## src/rtl/ea_pkg.sv

```systemverilog
package ea_pkg;
  typedef struct packed {
    logic load;
    logic useRip;
    logic useBase;
    logic useIndex;
  } ea_strb_t;
endpackage

```

## src/rtl/ea_ctrl.sv

```systemverilog
module ea_ctrl
  import ea_pkg::*;
(
  input  logic     clk,
  input  logic     rstN,
  input  logic     inValid,
  input  logic     baseEn,
  input  logic     indexEn,
  input  logic     ripMode,
  output ea_strb_t strb,
  output logic     outValid
);
  // relative mode wins over an explicit base
  always_comb begin
    strb.load     = inValid;
    strb.useRip   = ripMode;
    strb.useBase  = baseEn & ~ripMode;
    strb.useIndex = indexEn;
  end

  always_ff @(posedge clk or negedge rstN) begin
    if (!rstN) outValid <= 1'b0;
    else       outValid <= inValid;
  end
endmodule

```

## src/rtl/ea_datapath.sv

```systemverilog
module ea_datapath
  import ea_pkg::*;
#(
  parameter int ADDR_W  = 64,
  parameter int DISP_W  = 32,
  parameter int SCALE_W = 2
) (
  input  logic               clk,
  input  logic               rstN,
  input  ea_strb_t           strb,
  input  logic [ADDR_W-1:0]  baseVal,
  input  logic [ADDR_W-1:0]  indexVal,
  input  logic [SCALE_W-1:0] scaleCode,
  input  logic [DISP_W-1:0]  disp,
  input  logic [ADDR_W-1:0]  nextPc,
  input  logic               addrOnly,
  output logic [ADDR_W-1:0]  effAddr,
  output logic               outIsValue
);
  localparam int NSCALE = 1 << SCALE_W;
  localparam int EXT_W  = ADDR_W - DISP_W;

  logic [ADDR_W-1:0] shiftOpt [NSCALE];
  logic [ADDR_W-1:0] baseTerm;
  logic [ADDR_W-1:0] indexTerm;
  logic [ADDR_W-1:0] dispExt;
  logic [ADDR_W-1:0] sum;

  for (genvar s = 0; s < NSCALE; s++) begin : g_scale
    assign shiftOpt[s] = indexVal << s;
  end

  always_comb begin
    if (strb.useRip)       baseTerm = nextPc;
    else if (strb.useBase) baseTerm = baseVal;
    else                   baseTerm = '0;
    indexTerm = strb.useIndex ? shiftOpt[scaleCode] : '0;
    dispExt   = {{EXT_W{disp[DISP_W-1]}}, disp};
    sum       = baseTerm + indexTerm + dispExt;
  end

  always_ff @(posedge clk or negedge rstN) begin
    if (!rstN) begin
      effAddr    <= '0;
      outIsValue <= 1'b0;
    end else if (strb.load) begin
      effAddr    <= sum;
      outIsValue <= addrOnly;
    end
  end
endmodule

```

## src/rtl/ea_gen.sv

```systemverilog
module ea_gen
  import ea_pkg::*;
#(
  parameter int ADDR_W  = 64,
  parameter int DISP_W  = 32,
  parameter int SCALE_W = 2
) (
  input  logic               clk,
  input  logic               rstN,
  input  logic               inValid,
  input  logic               baseEn,
  input  logic [ADDR_W-1:0]  baseVal,
  input  logic               indexEn,
  input  logic [ADDR_W-1:0]  indexVal,
  input  logic [SCALE_W-1:0] scaleCode,
  input  logic [DISP_W-1:0]  disp,
  input  logic               ripMode,
  input  logic [ADDR_W-1:0]  nextPc,
  input  logic               addrOnly,
  output logic               outValid,
  output logic [ADDR_W-1:0]  effAddr,
  output logic               outIsValue
);
  ea_strb_t strb;

  ea_ctrl u_ctrl (
    .clk      (clk),
    .rstN     (rstN),
    .inValid  (inValid),
    .baseEn   (baseEn),
    .indexEn  (indexEn),
    .ripMode  (ripMode),
    .strb     (strb),
    .outValid (outValid)
  );

  ea_datapath #(
    .ADDR_W  (ADDR_W),
    .DISP_W  (DISP_W),
    .SCALE_W (SCALE_W)
  ) u_dp (
    .clk        (clk),
    .rstN       (rstN),
    .strb       (strb),
    .baseVal    (baseVal),
    .indexVal   (indexVal),
    .scaleCode  (scaleCode),
    .disp       (disp),
    .nextPc     (nextPc),
    .addrOnly   (addrOnly),
    .effAddr    (effAddr),
    .outIsValue (outIsValue)
  );
endmodule

```

## config.mk

```make
export PLATFORM = sky130hd
export DESIGN_NAME = ea_gen
export DESIGN_NICKNAME = d
export VERILOG_FILES = /design/src/rtl/ea_pkg.sv /design/src/rtl/ea_ctrl.sv /design/src/rtl/ea_datapath.sv /design/src/rtl/ea_gen.sv
export SDC_FILE = /design/constraint.sdc
export NUM_CORES = 1
export LEC_CHECK = 0
export ABC_AREA = 1
export BUFFER_PORTS_ARGS = -buffer_cell sky130_fd_sc_hd__buf_2
export CORE_AREA = 2 2 147 149
export CTS_BUF_LIST = sky130_fd_sc_hd__clkbuf_4 sky130_fd_sc_hd__clkbuf_8 sky130_fd_sc_hd__clkbuf_16
export DETAILED_ROUTE_END_ITERATION = 16
export DIE_AREA = 0 0 149 151
export PLACE_DENSITY = 0.9
export REMOVE_ABC_BUFFERS = 1
export SYNTH_ARGS = -nofsm -noshare
export SYNTH_HDL_FRONTEND = slang
export SYNTH_SLANG_ARGS = --single-unit
```

## constraint.sdc

```tcl
create_clock -name clk -period 0.82 [get_ports clk]
set_input_delay 0.164 -clock clk [delete_from_list [all_inputs] [get_ports clk]]
set_output_delay 0.164 -clock clk [all_outputs]
set_load 0.03 [all_outputs]
```

==> results of run 1 <==
-- Yosys cell counts, types with 13 or more instances --
master / n / area share [%]
nand2_1: 794 / 26
inv_1: 318 / 10
nand3_1: 151 / 6.6
nor2_1: 99 / 3.3
dfrtp_1: 66 / 14
fa_1: 64 / 11
ha_1: 62 / 6.8
o22ai_1: 62 / 3.4
mux2i_1: 59 / 5.2
a21oi_1: 42 / 1.8
clkbuf_1: 34 / 1.1
o21ai_0: 28 / 1.2
xnor2_1: 25 / 1.9
nor2_2: 13 / 0.71
-- logic make-up after synthesis --
logic type | Yosys count | share of synthesized area [%]
DFF | 66 | 14.5
buffers and inverters | 382 | 12.7
and+or+nand+nor | 1109 | 40.1
muxes | 59 | 5.18
AOI/OAI and AO/OA | 148 | 7.31
xor gates and xnor gates | 28 | 2.15
adders and majority gates | 126 | 18.0
-- what timing repair did --
action / in CTS
pin swaps: 73
gates resized for setup: 407
setup buffers: 13
endpoints found under the hold margin: 2
setup endpoints to repair: 130
cloned: 12
hold buffers: 1
-- routing by layer --
metal / global-route usage, % / overflow
met5: 61.1 / 0
met4: 95.1 / 144
met3: 77.5 / 12
met2: 103 / 286
met1: 83.9 / 22
-- through the flow --
step | TNS (ns) | std cells | hold WS, ns
2_1_floorplan | -203.31 | 1863 | -0.132
3_3_place_gp | -144.26 | 2612 | 0.0938
3_5_place_dp | -148.49 | 2612 | 0.0879
4_1_cts | -129.38 | 2654 | 0.0243
==> flow_summary.yaml, run 1 <==
synthesis:
  ys_seq_area_share_pct: 14.5
  yosysUniqueCellTypes: 34
  synth-edff-count: 0
  postSynthCellCount: 1918
  ys_seq_elements: 66
  synth_area_per_cell_sq_um: 5.94
  async_flop_share_pct: 100
  synthFlopType: "dfrtp_1"
  yosysWarnings: 0
  synth_area_sq_mm: 0.0114
placed_design:
  dp_hpwl_mm: 36.1
  dpl_cell_area_sq_mm: 0.0146
  place_ws_ns: -2.53
  numPortBuffers: 298
  routabilityCongestion: 0.980
clock_network:
  root_buffer: "clkbuf_16"
  h-tree-depth: 3
  cts_buffer_depth: 2
  cts.sinks: 66
  numCtsBuffers: 9
floorplan:
  ioPinCount: 299
  std_cell_rows: 53
  die_h_um: 151
  initial_core_util_pct: 54.7
  die_width_um: 149
grt:
  grt_use_total_pct: 88.8
  grt_max_degree: 39
  grt_overflow: 464
outcome:
  status: "stopped before the end"
  failed_stage: "global routing (5_1_grt)"
  error_line: "[ERROR GRT-0232] Routing congestion too high. Check the congestion heatmap in the GUI."
==> inputs of run 2 (changes only) <==
- CORE_AREA: 2 2 147 149 -> 2 2 172 174
- CTS_BUF_LIST: sky130_fd_sc_hd__clkbuf_4 sky130_fd_sc_hd__clkbuf_8 sky130_fd_sc_hd__clkbuf_16 -> unset
- DIE_AREA: 0 0 149 151 -> 0 0 174 176
- PLACE_DENSITY: 0.9 -> unset
- PLACE_DENSITY_LB_ADDON: unset -> 0.15
==> run 2 against run 1 <==
The flow now finishes, with violations (negative setup slack); area after synthesis unchanged; synthesized cell count unchanged.
==> flow_summary.yaml, run 2 <==
synthesis:
  synth_top_area_share_pct: 26.1
  synthXorXnorAreaFrac_pct: 2.15
  synth_area_sq_mm: 0.0114
  synth_top_area_cell: "nand2_1"
  synthFlopType: "dfrtp_1"
  synth-simple-area-share_pct: 40.1
  ys_seq_area_share_pct: 14.5
  yosysUniqueCellTypes: 34
  synth_common_cells: "nand2_1, inv_1, nand3_1, nor2_1, dfrtp_1"
  synthTopCellsByArea: "nand2_1, dfrtp_1, fa_1"
  synth_compound_area_share_pct: 7.31
  synth_area_per_cell_sq_um: 5.94
  ys_seq_elements: 66
  synth_fa_ha_area_share_pct: 18.0
  postSynthCellCount: 1918
  synth.most_common_cell: "nand2_1"
  muxShareOfSynthArea_pct: 5.18
  yosysWarnings: 0
  synth-edff-count: 0
  async_flop_share_pct: 100
  synth_top_family_by_area: "simple AND/OR/NAND/NOR gates"
layout:
  final_common_cell: "nand2_1"
  final_cells: 2797
  largest_reg_flops: 64
  top_register: "u_dp.effAddr"
  diodes: 0
  largestRegisters: "u_dp.effAddr x64, u_ctrl.outValid x1, u_dp.outIsValue x1"
  finish.net_count: 2767
  fin_util_pct: 66.3
  drive_gt1_share_pct: 43.3
  area_growth_pct: 66.0
  most-common-layout-cells: "nand2_1, inv_1, buf_2"
clock_network:
  cts_buffer_depth: 2
  h-tree-depth: 3
  clock_latency_ns: 0.36
  root_buffer: "clkbuf_16"
  clk_pin_slew_ns: 0.07
  cts_tree: "done"
  numCtsBuffers: 9
  cts.sinks: 66
floorplan:
  die_h_um: 176
  core_area_sq_mm: 0.0285
  dieArea_sq_mm: 0.0306
  std_cell_rows: 62
  initial_core_util_pct: 39.9
  ioPinCount: 299
  die_width_um: 174
route:
  drcViolationCount: 0
  antenna_left: 0
  routed_via_density: 5.01
  wire_per_inst_um: 17.3
  finalWirelength_mm: 48.5
  first_pass_iters: 5
  vias: 14001
  first_iter_violations: 776
worst_setup_path:
  rrSetupSlack_ns: 0.02
  r2r-start: "u_dp.effAddr[27]"
  rr_worst_depth: 3
  path_class: "in -> reg"
  r2r_end: "u_dp.effAddr[27]"
  required_ns: 1.06
  cp-start-kind: "input port"
  crit_start: "scaleCode[0]"
  cp.arrival_ns: 3.05
  cpMostUsedCell: "nand2_1"
  end_kind: "register"
  crit_path_top_delay_cell: "fa_1"
  crit_fanout: 7
  slowest_delay_ns: 0.53
  crit_chain: "buf_12 -> buf_12 -> buf_12 -> buf_8 -> mux2i_4 -> o22ai_2 -> fa_1 -> ha_4 -> nand2_4 -> nor2_4 -> buf_4 -> nand2_1 -> inv_2 -> nand3_1 -> nand2_2 -> nand2_2 -> nand2_1 -> nand2_1 -> nand3_1 -> nand2_1"
  crit_end: "u_dp.effAddr[42]"
timing:
  fmax_mhz: 356
  rsz0062_at_grt: "true"
  final_hold_viol_count: 0
  worst_slew_pin_slew_ns: 0.411
  skew_ns: 0
  maxSlewViolCount: 0
  setup_violations: 130
  period_minus_slack_ns: 2.81
  maxSlewHeadroom_pct: 71.8
  fin_ws_ns: -1.99
  fin_crit_sh_pct: 342
worst_hold_path:
  hp-class: "in -> reg"
grt:
  grt_overflow: 0
  antenna_found_initial: 0
  grt_use_total_pct: 30.0
  grt_pass1_wl_mm: 72.0
  grt_max_degree: 45
  grt_pass1_vias: 13822
placed_design:
  place_ws_ns: -2.58
  dp_hpwl_mm: 37.6
  numPortBuffers: 298
  dp_cells: 2719
  routabilityCongestion: 0.959
power_and_ir_drop:
  ir_drop_v: 0.00116
  power_density_mw_per_mm2: 2110
  leakagePower_nw: 9.95
  total_power_mw: 40.0
outcome:
  violations: "negative setup slack"
  status: "finished, violations left"
flow_run:
  max_cap_viol_count: 0
## run 2: cell counts after synthesis
Identical to the previous run, type by type.
## run 2: critical path, delay by kind of cell
family	cells	cell delay [ns]
AND/OR/NAND/NOR	10	0.86
buffers and inverters	6	0.72
AO/OA/AOI/OAI	1	0.12
multiplexers	1	0.29
adder cells (fa/ha/maj)	2	0.87
## run 2: cell type report
class | instances | area (sq um)
Inverter | 327 | 1240
Multi-Input combinational cell | 1470 | 11000
Clock inverter | 7 | 100
Clock buffer | 9 | 225
Sequential cell | 66 | 1660
Timing Repair Buffer | 534 | 4180
Tap cell | 384 | 480
Fill cell | 2569 | 9620
## run 2: worst min path at each step
| stage | end | cells after the start | slack (ns) | startpoint |
|---|---|---|---|---|
| after floorplan | u_ctrl.outValid | 0 | -0.13 | rstN |
| after global placement | u_dp.effAddr[5] | 2 | 0.18 | rstN |
| after detailed placement | u_dp.effAddr[5] | 2 | 0.18 | rstN |
| after CTS | u_dp.outIsValue | 3 | 0.01 | addrOnly |
| after global routing | u_dp.outIsValue | 3 | 0.02 | addrOnly |
| final | u_dp.outIsValue | 3 | 0.02 | addrOnly |
## run 2: kinds of logic (layout without fill, tap and decap cells)
logic type / count (synthesis) / after routing
buffers and inverters: 382 / 877
AO/OA/AOI/OAI: 148 / 148
AND/OR/NAND/NOR: 1109 / 1109
adder cells (fa/ha/maj): 126 / 126
multiplexers: 59 / 59
XOR/XNOR: 28 / 28
flip-flops: 66 / 66
## run 2: where the power goes
group	leakage (nW)	switching, mW	internal [mW]
clock network	0.160	1.88	2.70
logic	9.00	16.3	13.4
registers	0.791	1.14	4.48
total	9.95	19.4	20.6
## run 2: routing by layer
layer | track usage [%] | share of wire [%] | up-vias
li1 | - | - | 6953
met1 | 33.8 | 39 | 6477
met2 | 56.4 | 51 | 445
met3 | 2.84 | 4.4 | 126
met4 | 14.9 | 5.8 | 0
met5 | 0 | 0 | -
## run 2: stage by stage
step	hold slack, ns	cell area [sq um]	TNS [ns]
after detailed placement	0.184	14700	-148.54
after CTS	0.0149	16900	-127.57
after floorplan	-0.132	11200	-203.31
after global placement	0.184	14700	-147.63
final	0.0162	18900	-129.72
after global routing	0.0223	18900	-138.48
## run 2: timing repair
item                                   CTS  global route
buffers inserted                         9            49
endpoints found under the hold margin   66             0
setup endpoints to repair              130           130
cloned                                   2             4
pin swaps                               62            82
gates resized for setup                350           472
hold buffers                             1             0
Note: power is estimated with default switching activity, not from simulation.
==> inputs of run 3 (changes only) <==
- CORE_AREA: 2 2 172 174 -> 2 2 158 190
- DIE_AREA: 0 0 174 176 -> 0 0 160 192
- clock period: 0.82 -> 2.5 ns (I/O delays scaled with it)
==> run 3 against run 2 <==
The flow still finishes with violations (negative setup slack); sequential share of layout area fell by 0.14 points; count of clock-buffer cells in the layout rose by 1; via count rose by 0.31%; die area rose by 0.31%.
==> flow_summary.yaml, run 3 (synthesis gave the netlist of run 2 again) <==
placed_design:
  routabilityCongestion: 0.955
  dpl_cell_area_sq_mm: 0.0145
  dp_hpwl_mm: 35.9
  dp_cells: 2717
  numPortBuffers: 298
timing:
  timing.hold.ws_ns: 0.121
  fin_crit_sh_pct: 127
  fmax_mhz: 314
  rsz0062_at_grt: "true"
  worst_slew_pin_slew_ns: 0.583
  period_minus_slack_ns: 3.18
  maxSlewHeadroom_pct: 61.1
  skew_ns: 0
  fin_ws_ns: -0.681
  setup_violations: 60
  maxSlewViolCount: 0
  final_hold_viol_count: 0
layout:
  drive_gt1_share_pct: 45.7
  final_cells: 2792
  diodes: 0
  most-common-layout-cells: "nand2_1, buf_2, inv_1"
  largest_reg_flops: 64
  final_common_cell: "nand2_1"
  design_area_sq_mm: 0.0191
  area_growth_pct: 67.8
  largestRegisters: "u_dp.effAddr x64, u_ctrl.outValid x1, u_dp.outIsValue x1"
  fillers: 2533
  top_register: "u_dp.effAddr"
  fin_util_pct: 66.5
  finish.net_count: 2761
clock_network:
  cts.sinks: 66
  root_buffer: "clkbuf_16"
  clk_pin_slew_ns: 0.07
  clock_latency_ns: 0.36
  h-tree-depth: 3
  numCtsBuffers: 9
  cts_buffer_depth: 2
  cts_tree: "done"
floorplan:
  core_area_sq_mm: 0.0288
  std_cell_rows: 68
  ioPinCount: 299
  die_h_um: 192
  die_width_um: 160
  dieArea_sq_mm: 0.0307
  initial_core_util_pct: 39.6
route:
  finalWirelength_mm: 49.1
  wire_per_inst_um: 17.6
  vias: 14044
  first_iter_violations: 681
  antenna_left: 0
  drcViolationCount: 0
  first_pass_iters: 7
  routed_via_density: 5.03
power_and_ir_drop:
  power_density_mw_per_mm2: 665
  total_power_mw: 12.7
  leakagePower_nw: 9.98
  ir_drop_v: 0.000481
worst_setup_path:
  cp-start-kind: "input port"
  required_ns: 2.73
  cp.arrival_ns: 3.41
  crit_fanout: 11
  path_class: "in -> reg"
  end_kind: "register"
grt:
  grt_pass1_vias: 14009
  grt_overflow: 0
  grt_max_degree: 64
  grt_pass1_wl_mm: 73.7
  antenna_found_initial: 0
  top_usage_layer: "met2"
  grt_use_total_pct: 30.9
  use_met1_pct: 33.3
  global_route.usage.met2_pct: 58.9
  met3_usage_pct: 4.02
outcome:
  status: "finished, violations left"
  violations: "negative setup slack"
flow_run:
  max_cap_viol_count: 0
worst_hold_path:
  hp-class: "in -> async"
==> run 3: cell count changes in the layout (fill, tap and decap cells not counted), moves of 13 or more <==
cell,before,now
buf_2,228,295
buf_6,91,31
nand2_1,659,631
mux2i_1,32,6
mux2i_4,18,40
nand2_2,113,126
==> run 3: cell type report <==
class / instances / area (sq um) / area share [%]
well taps: 385 / 482 / 2.52
clock buffers: 10 / 229 / 1.20
clock inverters: 6 / 90.1 / 0.471
multi-input cells: 1471 / 11700 / 61.0
repair buffers: 527 / 3760 / 19.6
inverters: 327 / 1240 / 6.50
flip-flops and latches: 66 / 1650 / 8.64
==> run 3: final timing paths <==
kind | endpoint | cells past startpoint | startpoint | slack, ns
hold reg to reg | u_dp.outIsValue | 2 | u_dp.outIsValue | 0.46
max in group asynchronous | u_dp.effAddr[58] | 2 | rstN | 1.57
min in group clk | u_dp.outIsValue | 3 | addrOnly | 0.35
setup reg to reg | u_dp.effAddr[41] | 2 | u_dp.effAddr[41] | 1.77
hold / removal | u_dp.effAddr[0] | 1 | rstN | 0.12
setup / recovery | u_dp.effAddr[63] | 17 | scaleCode[1] | -0.68
==> run 3: where the power goes <==
group          internal [mW]  switching, mW
sequential              1.46          0.241
combinational           3.99           5.59
clock                  0.879          0.568
total                   6.33           6.40
==> run 3: worst max-delay path, stage by stage <==
cell and delay [ns]:
buf_8 0.10, or2_4 0.34, clkbuf_16 0.23, o22ai_2 0.22
fa_1 0.47, ha_4 0.34, nand2_1 0.14, nor2_2 0.16
inv_2 0.10, nor3_2 0.24, nand2_2 0.10, nand2_4 0.11
nand2_2 0.08, nand2_1 0.07, nand2_1 0.06, nand3_2 0.08
nand2_1 0.06
==> run 3: through the flow <==
stage | setup slack [ns] | TNS [ns]
after floorplan | -2.04 | -116.48
after global placement | -1.41 | -68.04
after detailed placement | -1.40 | -69.25
after CTS | -0.587 | -27.51
after global routing | -0.805 | -38.30
final | -0.681 | -32.05
==> run 3: layer usage <==
metal	part of all wire, %	vias up
li1	-	6940
met1	37	6466
met2	51	476
met3	5.2	162
met4	7.0	0
met5	0	-
==> run 3: timing repair <==
action                     CTS  global route
buffers inserted            30            20
hold buffers                 0             0
gates resized for setup    452           336
pin swaps                   99           123
cloned                       7             4
setup endpoints to repair   61            61
